$ cat src/rtl/cfgsr_pkg.sv
package cfgsr_pkg;

    // Interrupt gating states
    typedef enum logic [1:0] {
        IG_OFF   = 2'd0,
        IG_HOLD  = 2'd1,
        IG_ARMED = 2'd2,
        IG_FIRE  = 2'd3
    } gate_state_e;

    // Configuration bit positions (behaviour depends on them)
    localparam int CFG_INTEN_BIT  = 1;
    localparam int CFG_INTCLR_BIT = 2;
    localparam int CFG_SRST_BIT   = 4;

    // Decoded bus actions
    typedef struct packed {
        logic wr_cfg;
        logic wr_src;
        logic wr_test;
        logic wr_aout;
        logic rd_stat;
    } bus_dec_t;

endpackage

$ cat src/rtl/cfgsr_regbank.sv
module cfgsr_regbank
    import cfgsr_pkg::*;
#(
    parameter int            DW        = 8,
    parameter logic [DW-1:0] CFG_POR   = 8'h04,
    parameter logic [DW-1:0] SRC_POR   = 8'hFF,
    parameter logic [DW-1:0] TEST_POR  = 8'h00,
    parameter logic [DW-1:0] AOUT_POR  = 8'hFF
) (
    input  logic          clk,
    input  logic          rst_n,
    input  bus_dec_t      dec_i,
    input  logic [DW-1:0] wdata_i,
    output logic          srst_o,
    output logic [DW-1:0] cfg_o,
    output logic [DW-1:0] src_o,
    output logic [DW-1:0] test_o,
    output logic [DW-1:0] aout_o
);

    localparam logic [DW-1:0] SRST_MASK = {{(DW-1){1'b0}}, 1'b1} << CFG_SRST_BIT;

    logic [DW-1:0] cfg_q, src_q, test_q, aout_q;

    // Soft reset request: a configuration write with the self-clearing bit set
    assign srst_o = dec_i.wr_cfg & wdata_i[CFG_SRST_BIT];

    // Registers reinitialised by soft reset
    always_ff @(posedge clk or negedge rst_n) begin
        if (!rst_n) begin
            cfg_q <= CFG_POR;
            src_q <= SRC_POR;
        end else if (srst_o) begin
            cfg_q <= CFG_POR;
            src_q <= SRC_POR;
        end else begin
            if (dec_i.wr_cfg) cfg_q <= wdata_i & ~SRST_MASK;
            if (dec_i.wr_src) src_q <= wdata_i;
        end
    end

    // Registers that only the power-on reset touches
    always_ff @(posedge clk or negedge rst_n) begin
        if (!rst_n) begin
            test_q <= TEST_POR;
            aout_q <= AOUT_POR;
        end else begin
            if (dec_i.wr_test) test_q <= wdata_i;
            if (dec_i.wr_aout) aout_q <= wdata_i;
        end
    end

    assign cfg_o  = cfg_q;
    assign src_o  = src_q;
    assign test_o = test_q;
    assign aout_o = aout_q;

endmodule

$ cat src/rtl/cfgsr_status.sv
module cfgsr_status #(
    parameter int NSRC = 8
) (
    input  logic            clk,
    input  logic            rst_n,
    input  logic [NSRC-1:0] evt_i,
    input  logic [NSRC-1:0] en_i,
    input  logic            rd_clr_i,
    input  logic            srst_i,
    output logic [NSRC-1:0] stat_o,
    output logic            pend_o
);

    logic [NSRC-1:0] stat_q;

    // One sticky bit per source: soft reset wins, then a new event, then read-clear
    for (genvar gi = 0; gi < NSRC; gi++) begin : g_bit
        always_ff @(posedge clk or negedge rst_n) begin
            if (!rst_n)                       stat_q[gi] <= 1'b0;
            else if (srst_i)                  stat_q[gi] <= 1'b0;
            else if (evt_i[gi] && en_i[gi])   stat_q[gi] <= 1'b1;
            else if (rd_clr_i)                stat_q[gi] <= 1'b0;
        end
    end

    assign stat_o = stat_q;
    assign pend_o = |stat_q;

endmodule

$ cat src/rtl/cfgsr_gate_fsm.sv
module cfgsr_gate_fsm
    import cfgsr_pkg::*;
(
    input  logic clk,
    input  logic rst_n,
    input  logic int_en_i,
    input  logic int_clr_i,
    input  logic pend_i,
    output logic irq_n_o
);

    gate_state_e state_q, state_d;

    // State register
    always_ff @(posedge clk or negedge rst_n) begin
        if (!rst_n) state_q <= IG_OFF;
        else        state_q <= state_d;
    end

    // Next state
    always_comb begin
        state_d = state_q;
        unique case (state_q)
            IG_OFF: begin
                if (int_en_i) begin
                    if (int_clr_i)   state_d = IG_HOLD;   // suppress
                    else if (pend_i) state_d = IG_FIRE;   // fire
                    else             state_d = IG_ARMED;  // arm
                end
            end
            IG_HOLD: begin
                if (!int_en_i)       state_d = IG_OFF;    // disarm
                else if (!int_clr_i) state_d = pend_i ? IG_FIRE : IG_ARMED;
            end
            IG_ARMED: begin
                if (!int_en_i)       state_d = IG_OFF;    // disarm
                else if (int_clr_i)  state_d = IG_HOLD;   // suppress
                else if (pend_i)     state_d = IG_FIRE;   // fire
            end
            IG_FIRE: begin
                if (!int_en_i)       state_d = IG_OFF;    // disarm
                else if (int_clr_i)  state_d = IG_HOLD;   // suppress
                else if (!pend_i)    state_d = IG_ARMED;  // drain
            end
            default:                 state_d = IG_OFF;
        endcase
    end

    // Outputs
    always_comb begin
        irq_n_o = (state_q != IG_FIRE);
    end

endmodule

$ cat src/rtl/cfg_softrst_ctrl.sv
module cfg_softrst_ctrl
    import cfgsr_pkg::*;
#(
    parameter int            AW         = 8,
    parameter int            DW         = 8,
    parameter int            NSRC       = 8,
    parameter logic [AW-1:0] ADDR_CFG   = 8'h40,
    parameter logic [AW-1:0] ADDR_STAT  = 8'h41,
    parameter logic [AW-1:0] ADDR_SRC   = 8'h42,
    parameter logic [AW-1:0] ADDR_TEST  = 8'h50,
    parameter logic [AW-1:0] ADDR_AOUT  = 8'h51,
    parameter logic [DW-1:0] CFG_POR    = 8'h04,
    parameter logic [DW-1:0] SRC_POR    = 8'hFF,
    parameter logic [DW-1:0] TEST_POR   = 8'h00,
    parameter logic [DW-1:0] AOUT_POR   = 8'hFF
) (
    input  logic            clk,
    input  logic            rst_n,
    input  logic [AW-1:0]   bus_addr,
    input  logic [DW-1:0]   bus_wdata,
    input  logic            bus_wr,
    input  logic            bus_rd,
    output logic [DW-1:0]   bus_rdata,
    input  logic [NSRC-1:0] evt_pulse,
    output logic            irq_n,
    output logic [DW-1:0]   test_reg,
    output logic [DW-1:0]   aout_reg
);

    bus_dec_t        dec;
    logic            srst;
    logic            pend;
    logic [DW-1:0]   cfg_q, src_q, test_q, aout_q;
    logic [NSRC-1:0] stat_q;
    logic [DW-1:0]   stat_rd;

    // Address decode
    assign dec.wr_cfg  = bus_wr && (bus_addr == ADDR_CFG);
    assign dec.wr_src  = bus_wr && (bus_addr == ADDR_SRC);
    assign dec.wr_test = bus_wr && (bus_addr == ADDR_TEST);
    assign dec.wr_aout = bus_wr && (bus_addr == ADDR_AOUT);
    assign dec.rd_stat = bus_rd && (bus_addr == ADDR_STAT);

    cfgsr_regbank #(
        .DW(DW), .CFG_POR(CFG_POR), .SRC_POR(SRC_POR),
        .TEST_POR(TEST_POR), .AOUT_POR(AOUT_POR)
    ) u_regs (
        .clk(clk), .rst_n(rst_n), .dec_i(dec), .wdata_i(bus_wdata),
        .srst_o(srst), .cfg_o(cfg_q), .src_o(src_q),
        .test_o(test_q), .aout_o(aout_q)
    );

    cfgsr_status #(.NSRC(NSRC)) u_stat (
        .clk(clk), .rst_n(rst_n), .evt_i(evt_pulse), .en_i(src_q[NSRC-1:0]),
        .rd_clr_i(dec.rd_stat), .srst_i(srst), .stat_o(stat_q), .pend_o(pend)
    );

    cfgsr_gate_fsm u_gate (
        .clk(clk), .rst_n(rst_n),
        .int_en_i(cfg_q[CFG_INTEN_BIT]), .int_clr_i(cfg_q[CFG_INTCLR_BIT]),
        .pend_i(pend), .irq_n_o(irq_n)
    );

    // Status read value, widened to the bus
    if (NSRC < DW) begin : g_stat_pad
        assign stat_rd = {{(DW-NSRC){1'b0}}, stat_q};
    end else begin : g_stat_full
        assign stat_rd = stat_q;
    end

    // Combinational read mux
    always_comb begin
        if (bus_addr == ADDR_CFG)       bus_rdata = cfg_q;
        else if (bus_addr == ADDR_STAT) bus_rdata = stat_rd;
        else if (bus_addr == ADDR_SRC)  bus_rdata = src_q;
        else if (bus_addr == ADDR_TEST) bus_rdata = test_q;
        else if (bus_addr == ADDR_AOUT) bus_rdata = aout_q;
        else                            bus_rdata = '0;
    end

    assign test_reg = test_q;
    assign aout_reg = aout_q;

endmodule

$ cat config.mk
export PLATFORM = sky130hd
export DESIGN_NAME = cfg_softrst_ctrl
export DESIGN_NICKNAME = d
export VERILOG_FILES = /design/src/rtl/cfgsr_pkg.sv /design/src/rtl/cfgsr_regbank.sv /design/src/rtl/cfgsr_status.sv /design/src/rtl/cfgsr_gate_fsm.sv /design/src/rtl/cfg_softrst_ctrl.sv
export SDC_FILE = /design/constraint.sdc
export NUM_CORES = 1
export LEC_CHECK = 0
export BUFFER_PORTS_ARGS = -buffer_cell sky130_fd_sc_hd__buf_2
export CAP_MARGIN = 20
export CORE_MARGIN = 2
export CORE_UTILIZATION = 50
export CTS_CLUSTER_DIAMETER = 50
export CTS_CLUSTER_SIZE = 40
export DETAILED_ROUTE_END_ITERATION = 7
export MAX_ROUTING_LAYER = met4
export PLACE_DENSITY_LB_ADDON = 0.3
export SYNTH_ARGS = -nofsm -noshare
export SYNTH_HDL_FRONTEND = slang
export SYNTH_SLANG_ARGS = --single-unit
$ cat constraint.sdc
create_clock -name clk -period 2.34 [get_ports clk]
set_input_delay 0.468 -clock clk [delete_from_list [all_inputs] [get_ports clk]]
set_output_delay 0.468 -clock clk [all_outputs]
set_load 0.02 [all_outputs]
# Word level (Yosys, flattened, before mapping)
# Cells that the tools add are included.
[totals]
reg_bits = 42
in_bits = 28
wordCells = 91
[classes]
eq_ne = 13
muxes = 38
bitwise_logic = 1
reduce_logical = 26
[op_table]
columns = ["operator", "n"]
rows = [
  ["2-to-1 mux 8 bit", 9],
  ["== test 8 x 7 -> 1 bit (second input constant)", 5],
  ["nonzero test 3 bit", 8],
  ["2-to-1 mux 2 bit", 10],
  ["2-to-1 mux 1 bit", 18],
  ["logical AND 1 bit", 13],
  ["one-hot mux 2 bit (4 select lines)", 1],
  ["OR reduction 8 bit", 1],
  ["== test 2 bit (second input constant)", 2],
  ["!= test 2 bit (second input constant)", 2],
  ["!= test 4 x 3 -> 1 bit (second input constant)", 1],
  ["!= test 4 bit (second input constant)", 1],
  ["AND reduction 4 bit", 1],
  ["nonzero test 2 bit", 2],
  ["!= test 3 bit (second input constant)", 1],
  ["== test 2 x 1 -> 1 bit (second input constant)", 1],
  ["logical NOT 2 bit", 1],
  ["AND 1 bit", 1],
]

# Depth between registers and ports, before layout
# Gate-level depths: netlist of the first run.
[depth]
word_depth = 6
depth_mapped = 4
depth_no_buf = 3

# Modules after synthesis
# Synthesis of the first run repeated with hierarchy kept, for this count alone.
[unflattened]
cells_unflattened = 210
area_unflattened_um2 = 2185.8
[by_module_without_submodules]
columns = ["module", "instances", "cells_each", "area_per_inst_um2", "seq_area_each_um2"]
rows = [
  ["cfgsr_regbank", 1, 83, 1227.4, 797.0],
  ["cfg_softrst_ctrl", 1, 86, 550.5, 0.0],
  ["cfgsr_status", 1, 36, 340.3, 200.2],
  ["cfgsr_gate_fsm", 1, 5, 67.6, 50.0],
]

# Worst setup path after synthesis of the first run
# OpenSTA, ideal clock, no wires.
[synth_path]
path_type = "input to output"
from = "input port bus_addr[3]"
to = "output port bus_rdata[7]"
arrival_ns = 1.664
path_slack_ns = 0.208
cell_stages = 4
n_path_buf = 1
path_cell_list = "nor4b_4 > buf_2 > nand3b_1 > o22ai_1"
[synth_via]
elab_chain_cells = 6
word_cells_on_any_way = 10
classes_between = "eq/ne: 5; mux: 5"
[synth_rtl]
columns = ["item", "line", "text"]
rows = [
  ["start: declaration", "cfg_softrst_ctrl.sv:19", "input logic [AW-1:0] bus_addr,"],
  ["== test 8 x 7 -> 1 bit", "cfg_softrst_ctrl.sv:77", "else if (bus_addr == ADDR_AOUT) bus_rdata = aout_q;"],
  ["2-to-1 mux 8 bit", "cfg_softrst_ctrl.sv:77", ""],
  ["2-to-1 mux 8 bit", "cfg_softrst_ctrl.sv:76", "else if (bus_addr == ADDR_TEST) bus_rdata = test_q;"],
  ["2-to-1 mux 8 bit", "cfg_softrst_ctrl.sv:75", "else if (bus_addr == ADDR_SRC) bus_rdata = src_q;"],
  ["2-to-1 mux 8 bit", "cfg_softrst_ctrl.sv:74", "else if (bus_addr == ADDR_STAT) bus_rdata = stat_rd;"],
  ["2-to-1 mux 8 bit (*)", "cfg_softrst_ctrl.sv:73", "if (bus_addr == ADDR_CFG) bus_rdata = cfg_q;"],
  ["end: declaration", "cfg_softrst_ctrl.sv:23", "output logic [DW-1:0] bus_rdata,"],
]
# Mark *: on every way between the ends. The rest lies on a longest branch, timed or not.

# Worst setup path after layout of the first run
[layout_path]
from = "input port bus_addr[3]"
to = "output port bus_rdata[4]"
# Same word-level chain as after synthesis.

==> flow_metrics.tcl, run 1 <==
set metrics [dict create \
    timing.setup.tns_ns 0 \
    crit_top_cell "buf_2" \
    antenna_cells 0 \
    path_class "in2out" \
    period_needed_ns 2.13 \
    drive_gt1_share_pct 50.8 \
    top_layer "met4" \
    power_leakage_nw 1.22 \
    worst_slew_pin_slew_ns 0.518 \
    syn_nets 202 \
    async_reset_ff_share_pct 100 \
    worst_setup_path_start_kind "input port" \
    wl_met1_um 2250 \
    synth_edf_count 0 \
    cp_max_fo 6 \
    hold_class "in2async" \
    dr_wl_met3_um 298 \
    num_vias 1674 \
    die_area_mm2 0.00476 \
    p_total_mw 1.57 \
    grt_pass1_vias 1582 \
    antenna_left 0 \
    grtUsageTotal_pct 25.4 \
    clk_pin_slew_ns 0.08 \
    root_buffer "clkbuf_8" \
    clkSinkCount 41 \
    drt_iter0_drc 138 \
    crit_required_ns 1.87 \
    crit_chain "buf_2 -> nor4b_4 -> and4b_1 -> o2bb2ai_1 -> buf_2" \
    core_mm2 0.00403 \
    rsz0062_at_grt "false" \
    slowest_stage "and4b_1" \
    ys_seq_elements 41 \
    die_y_um 69.0 \
    gp_congestion 0.876 \
    p_per_area_mw_per_mm2 609 \
    clkLatencyLatePin_ns 0.29 \
    ir_drop_uv 314 \
    setup_viol 0 \
    drc 0 \
    crit_path_end_kind "output pin" \
    grt_max_degree 17 \
    grt.overflow.total 0 \
    final_common_cell "buf_2" \
    max_stage_delay_ns 0.44 \
    arrival_ns 1.66 \
    fin_crit_sh_pct 91.1 \
    dp_hpwl_um 3790 \
    wire_per_inst_um 18.8 \
    cap_viol_max_count 0 \
    tritoncts "yes" \
    slew_violations 0 \
    status "finished clean" \
    syn_to_final_growth_pct 22.3 \
    drtPass1Iterations 4 \
    row_count 23 \
    synth_cell_type_count 34 \
    antenna_found_initial 0 \
    nets 263 \
    slew_headroom_pct 65.4 \
    yosysSeqAreaShare_pct 49.6 \
    synth_ff_type "dfrtp_1" \
    final_cell_mix "52 x buf_2, 24 x mux2_2, 24 x dfrtp_1" \
    htree_levels 2 \
    clock_path_buffers 2 \
    cts-hold-fix-buffers 0 \
    cts_buffers 5 \
    viasPerCell 5.85 \
    met2WireLength_um 2790 \
    fp.dieW_um 69.0 \
    fmax_ghz 0.469 \
    start_util_pct 52.4 \
    wl_um 5390 \
    clock_skew_ns 0.00394 \
    syn_area_per_cell_um2 12.1 \
    ios 53 \
    ys_warn_count 0 \
    syn_inst 174 \
    port_buffers 52 \
    final-hold-violation-count 0 \
    netlist_area_mm2 0.00211 \
    grt_pass1_wl_um 8180 \
]
[worst paths after layout]
| path | cells after the start | slack [ns] | startpoint | endpoint |
|---|---|---|---|---|
| worst min register to register | 2 | 0.51 | u_regs.cfg_o[2] | u_regs.cfg_o[2] |
| min in group clk | 2 | 0.45 | bus_wdata[3] | u_regs.src_o[3] |
| worst max register to register | 2 | 1.32 | u_stat.stat_o[2] | u_gate.state_q[0] |
| worst min-delay path | 1 | 0.08 | rst_n | u_regs.cfg_o[1] |
| worst max-delay path | 5 | 0.21 | bus_addr[3] | bus_rdata[4] |
| max in group asynchronous | 2 | 1.66 | rst_n | u_regs.aout_o[3] |
[final cells by class]
cell class / instances / area (µm²)
clock buffers: 7 / 86.3
repair buffers: 61 / 328
multi-input cells: 124 / 1020
well taps: 50 / 62.6
inverters: 2 / 7.51
fillers: 337 / 1450
clock inverters: 1 / 30.0
flip-flops and latches: 41 / 1050
[synth_stat cells, types with 2 or more instances]
cell       n  area, µm²
a22oi_1    3       22.5
mux4_2     5        113
mux2i_1    4       40.0
nand2_1   10       37.5
dfrtp_1   24        601
and3_1     2       12.5
mux2_2    24        270
a211o_1    8       70.1
o22ai_1    2       12.5
nor2b_1    7       43.8
nor2_1    13       48.8
clkbuf_1   3       11.3
o22a_1     7       61.3
buf_2      3       15.0
a21oi_1   17       85.1
a22o_1     6       52.6
nand3_2    2       20.0
dfstp_2   17        447
inv_1      2       7.51
[report_power, final]
group	switching [mW]	internal, mW
registers	0.0315	0.761
clock network	0.237	0.348
logic	0.106	0.0882
total	0.375	1.20
[flip-flops by register name, indices dropped and copies added (netlist names)]
name and count:
u_regs.aout_o 8, u_regs.src_o 8, u_regs.test_o 8, u_stat.stat_o 8, u_regs.cfg_o 7, u_gate.state_q 2
[cells by family after synthesis]
family                 count (synthesis)  share of synthesized area [%]
AO/OA/AOI/OAI                         46                           15.6
buffers and inverters                  9                           2.13
AND/OR/NAND/NOR                       45                           12.6
multiplexers                          33                           20.0
flip-flops                            41                           49.6
[worst max-delay path, delay by kind of cell]
family	cells	cell delay, ns
compound gates	1	0.18
buf+inv	2	0.30
simple gates	2	0.71
[per-layer routing]
layer / GRT usage [%] / vias to the layer above
li1: - / 784
met1: 31.8 / 828
met2: 40.7 / 56
met3: 6.49 / 6
met4: 7.84 / 0
met5: - / -
[metrics by stage]
step                      worst slack (ns)  cell area, µm²  std cells  utilization, %  hold slack [ns]
after floorplan                      0.208            2110        174               -            0.172
after global placement               0.108            2460        278            61.1            0.403
after detailed placement            0.0978            2460        278            61.1            0.404
after CTS                           0.0967            2580        286            64.0           0.0837
after global routing                 0.107            2580        286            64.1           0.0827
final                                0.209            2580        286            64.1           0.0779
[repair_timing]
item / CTS / global route
hold endpoints to repair: 0 / 0
buffers inserted: 0 / 0
endpoints found under the setup margin: 0 / 1
resized for setup: 0 / 1
Note: power is estimated with default switching activity, not from simulation.
==> run 2: changes to the inputs <==
Settings changed: CORE_ASPECT_RATIO set to 1.2, RECOVER_POWER set to 100.
==> run 2 against run 1 <==
Combinational power down 5%; clock power down 20%; cell area down 2.8%; wire length down 3.5%; global-route usage down 1.1 points; critical path depth unchanged; critical endpoint is now bus_rdata[2]; sequential cell count unchanged; sequential power about the same; largest cell class unchanged; utilization down 1.4 points; clock-buffer cell count up 1.
==> flow_metrics.tcl, run 2 (synthesis gave the netlist of run 1 again) <==
set metrics [dict create \
    slew_violations 0 \
    status "finished clean" \
    r2r_end "u_stat.stat_o[3]" \
    p_per_area_mw_per_mm2 576 \
    path_class "in2out" \
    rsz0062_at_grt "false" \
    drt_iter0_drc 88 \
    worst_setup_path_start_kind "input port" \
    nets 263 \
    clkSinkCount 41 \
    num_vias 1702 \
    crit_path_end_kind "output pin" \
    cp_max_fo 10 \
    final-hold-violation-count 0 \
    tritoncts "yes" \
    clock_path_buffers 2 \
    setup_viol 0 \
    worstReg2RegStart "u_stat.stat_o[3]" \
    hold_class "in2async" \
    ios 53 \
    wire_per_inst_um 17.9 \
    final_cell_mix "27 x clkbuf_1, 25 x buf_2, 24 x mux2_2, 24 x dfrtp_1, 17 x a21oi_1" \
    dp_hpwl_um 3720 \
    arrival_ns 1.73 \
    syn_to_final_growth_pct 18.9 \
    fmax_ghz 0.456 \
    viasPerCell 5.87 \
    fp.dieW_um 63.3 \
    grt_max_degree 42 \
    antenna_left 0 \
    grtUsageTotal_pct 24.4 \
    cts-hold-fix-buffers 0 \
    htree_levels 2 \
    r2r_cells 3 \
    core_mm2 0.00400 \
    slew_headroom_pct 32.8 \
    grt.overflow.total 0 \
    row_count 25 \
    drc 0 \
    crit_required_ns 1.87 \
    critPathLaunch "bus_addr[0]" \
    cap_viol_max_count 0 \
    fillers 365 \
    cts_resized 0 \
    gp_congestion 0.906 \
    final_common_cell "clkbuf_1" \
    clock_skew_ns 0.00557 \
    drive_gt1_share_pct 37.7 \
    cp-endpoint "bus_rdata[2]" \
    fin_area_mm2 0.00251 \
    post_cts_buffers 0 \
    power_leakage_nw 1.09 \
    port_buffers 52 \
    clk_pin_slew_ns 0.07 \
    holdWs_ns 0.333 \
    antenna_found_initial 0 \
    worst_slew_pin_slew_ns 1.01 \
    wl_um 5200 \
    grt_pass1_wl_um 8290 \
    r2r_slack_ns 1.34 \
    die_area_mm2 0.00476 \
    root_buffer "clkbuf_8" \
    dpl_cell_area_mm2 0.00247 \
    clkLatencyLatePin_ns 0.30 \
    start_util_pct 52.7 \
    p_total_mw 1.45 \
    fin_crit_sh_pct 93.8 \
    die_y_um 75.2 \
    timing.setup.tns_ns 0 \
    period_needed_ns 2.19 \
    antenna_cells 0 \
    drtPass1Iterations 4 \
    grt_pass1_vias 1679 \
    ir_drop_uv 459 \
    cts_buffers 5 \
]
## run 2: how the worst min path moves through the flow
| stage | endpoint | slack, ns | cells after the start | start |
|---|---|---|---|---|
| 3_3_place_gp | u_regs.cfg_o[2] | 0.48 | 2 | u_regs.cfg_o[2] |
| 6_report | u_regs.cfg_o[5] | 0.33 | 1 | rst_n |
| 5_1_grt | u_regs.cfg_o[5] | 0.40 | 1 | rst_n |
| 3_5_place_dp | u_regs.cfg_o[2] | 0.49 | 2 | u_regs.cfg_o[2] |
| 4_1_cts | u_gate.state_q[1] | 0.32 | 1 | rst_n |
| 2_1_floorplan | u_gate.state_q[0] | 0.17 | 0 | rst_n |
## run 2: routing by layer
| metal | track usage, % | up-vias | wire length, µm |
|---|---|---|---|
| met5 | - | - | 0 |
| met4 | 7.73 | 0 | 73 |
| met3 | 5.38 | 10 | 393 |
| met2 | 42.9 | 68 | 2630 |
| met1 | 28.2 | 835 | 2100 |
| li1 | - | 789 | - |
## run 2: power breakdown
group / total (mW) / switching [mW] / leakage (nW) / internal [mW]
clock: 0.470 / 0.230 / 0.0455 / 0.240
sequential: 0.790 / 0.0292 / 0.457 / 0.761
combinational: 0.185 / 0.105 / 0.585 / 0.0804
## run 2: final cells by class
type / instances / area [µm²] / share of cell area [%]
clock buffer: 8 / 90.1 / 3.59
inverter: 2 / 7.51 / 0.299
multi-input combinational: 124 / 1000 / 40.0
sequential: 41 / 1050 / 41.7
tap: 54 / 67.6 / 2.69
timing repair buffer: 61 / 294 / 11.7
## run 2: metrics by stage
stage	utilization [%]	cells	setup WS [ns]
after floorplan	-	174	0.208
after global placement	61.7	282	0.208
after detailed placement	61.7	282	0.187
after CTS	63.9	290	0.186
after global routing	62.7	290	0.0658
final	62.7	290	0.145
## run 2: worst max-delay path: stages
cell	delay, ns
buf_2	0.24
clkbuf_1	0.31
mux4_2	0.36
a22o_1	0.19
clkbuf_2	0.15
==> run 3: changes to the inputs <==
Settings changed: CORE_UTILIZATION 50 to 40.
==> run 3 against run 2 <==
The run now ends with max-capacitance violations, max-slew violations left; clock power grew 21%; combinational power is essentially flat; critical endpoint is now bus_rdata[5]; cell area grew 1.5%; die area grew 23%; utilization shrank 12 points; fmax shrank 1.1%.
==> flow_metrics.tcl, run 3 (synthesis gave the netlist of run 1 again) <==
set metrics [dict create \
    drc 0 \
    cap_viol_max_count 1 \
    grt.overflow.total 0 \
    die_area_mm2 0.00588 \
    fmax_ghz 0.451 \
    wl_um 5340 \
    htree_levels 2 \
    fillers 476 \
    drive_gt1_share_pct 37.6 \
    tritoncts "yes" \
    post_cts_buffers 0 \
    syn_to_final_growth_pct 20.6 \
    path_class "in2out" \
    cts_buffers 5 \
    grt_max_degree 42 \
    dpl_cell_area_mm2 0.00250 \
    period_needed_ns 2.22 \
    gp_congestion 0.846 \
    port_buffers 52 \
    dp_hpwl_um 3940 \
    status "finished, violations left" \
    cp_max_fo 5 \
    wire_per_inst_um 18.0 \
    num_vias 1685 \
    drtPass1Iterations 4 \
    final_cell_mix "27 x clkbuf_1, 27 x buf_2, 24 x mux2_2, 24 x dfrtp_1, 17 x a21oi_1" \
    antenna_found_initial 0 \
    arrival_ns 1.75 \
    violations "max-capacitance violations, max-slew violations" \
    sw_frac_of_total_pct 24.7 \
    clkLatencyLatePin_ns 0.30 \
    cts_resized 0 \
    grtUsageTotal_pct 19.9 \
    core_mm2 0.00501 \
    fin_area_mm2 0.00255 \
    worst_slew_pin_slew_ns 1.78 \
    die_y_um 83.6 \
    clock_path_buffers 2 \
    ir_drop_uv 349 \
    cts-hold-fix-buffers 0 \
    start_util_pct 42.1 \
    worst_slack_ns 0.120 \
    setup_viol 0 \
    drt_iter0_drc 191 \
    seq_power_share_pct 51.3 \
    nets 264 \
    hold_class "in2reg" \
    post-route-util_pct 50.8 \
    dp_slack_ns 0.187 \
    root_buffer "clkbuf_8" \
    clkPwrFrac_pct 36.7 \
    switching_power_mw 0.382 \
    slew_headroom_pct -18.7 \
    comb_power_share_pct 12.1 \
    timing.setup.tns_ns 0 \
    crit_path_end_kind "output pin" \
    grt_pass1_vias 1701 \
    power_leakage_nw 1.11 \
    antenna_cells 0 \
    final-hold-violation-count 0 \
    clock_skew_ns 0.00802 \
    rsz0062_at_grt "false" \
    worst_setup_path_start_kind "input port" \
    grt_pass1_wl_um 8760 \
    ios 53 \
    clk_pin_slew_ns 0.08 \
    holdWs_ns 0.446 \
    p_int_mw 1.16 \
    slew_violations 42 \
    viasPerCell 5.67 \
    antenna_left 0 \
    fin_crit_sh_pct 94.9 \
    fp.dieW_um 70.3 \
    row_count 28 \
    p_per_area_mw_per_mm2 607 \
    clkSinkCount 41 \
    crit_required_ns 1.87 \
]
-- run 3: cell count changes in the layout (fill, tap and decap cells not counted) --
cell / change
buf_2: +2
clkbuf_2: -2
buf_4: -1
bufinv_16: +1
clkbuf_8: -1
clkinv_4: +1
dlymetal6s4s_1: +1
-- run 3: area by class of cell --
type / count / area [µm²] / share of cell area, %
sequential: 41 / 1050 / 41.1
multi-input combinational: 124 / 1000 / 39.4
timing repair buffer: 62 / 303 / 11.9
clock inverter: 2 / 38.8 / 1.52
clock buffer: 6 / 72.6 / 2.85
inverter: 2 / 7.51 / 0.295
tap: 60 / 75.1 / 2.95
-- run 3: critical path, cell delays in order --
cell and delay [ns]:
clkbuf_1 0.10, nor4b_4 0.37, and2_1 0.36, a22o_1 0.23
clkbuf_1 0.23
-- run 3: power by group through the flow --
stage | Clock (mW) | Combinational [mW] | Sequential, mW
2_1_floorplan | 0 | 0.0928 | 0.812
3_3_place_gp | 0 | 0.195 | 0.803
3_5_place_dp | 0 | 0.198 | 0.805
4_1_cts | 0.579 | 0.199 | 0.792
5_1_grt | 0.615 | 0.206 | 0.798
6_report | 0.567 | 0.186 | 0.792
-- run 3: path summary, 6_finish.rpt --
check | from | end | slack [ns] | cells past startpoint
setup / recovery | bus_addr[3] | bus_rdata[5] | 0.12 | 5
max in group asynchronous | rst_n | u_regs.cfg_o[3] | 0.48 | 2
min in group asynchronous | rst_n | u_regs.test_o[7] | 0.83 | 2
hold reg to reg | u_regs.cfg_o[5] | u_regs.cfg_o[5] | 0.51 | 1
hold / removal | bus_wdata[2] | u_regs.cfg_o[2] | 0.45 | 3
setup reg to reg | u_stat.stat_o[6] | u_stat.stat_o[6] | 1.33 | 3
-- run 3: layer usage --
layer	share of wire, %	track usage, %	up-vias	wire (µm)
met5	0	-	-	0
met4	1.9	8.92	0	103
met3	5.3	3.99	9	282
met2	52	32.2	52	2790
met1	40	24.0	839	2160
li1	-	-	785	-
-- run 3: metrics by stage --
step | power, mW | instances
after global routing | 1.62 | 297
after CTS | 1.57 | 297
after detailed placement | 1.00 | 289
after floorplan | 0.905 | 174
final | 1.55 | 297
after global placement | 0.998 | 289
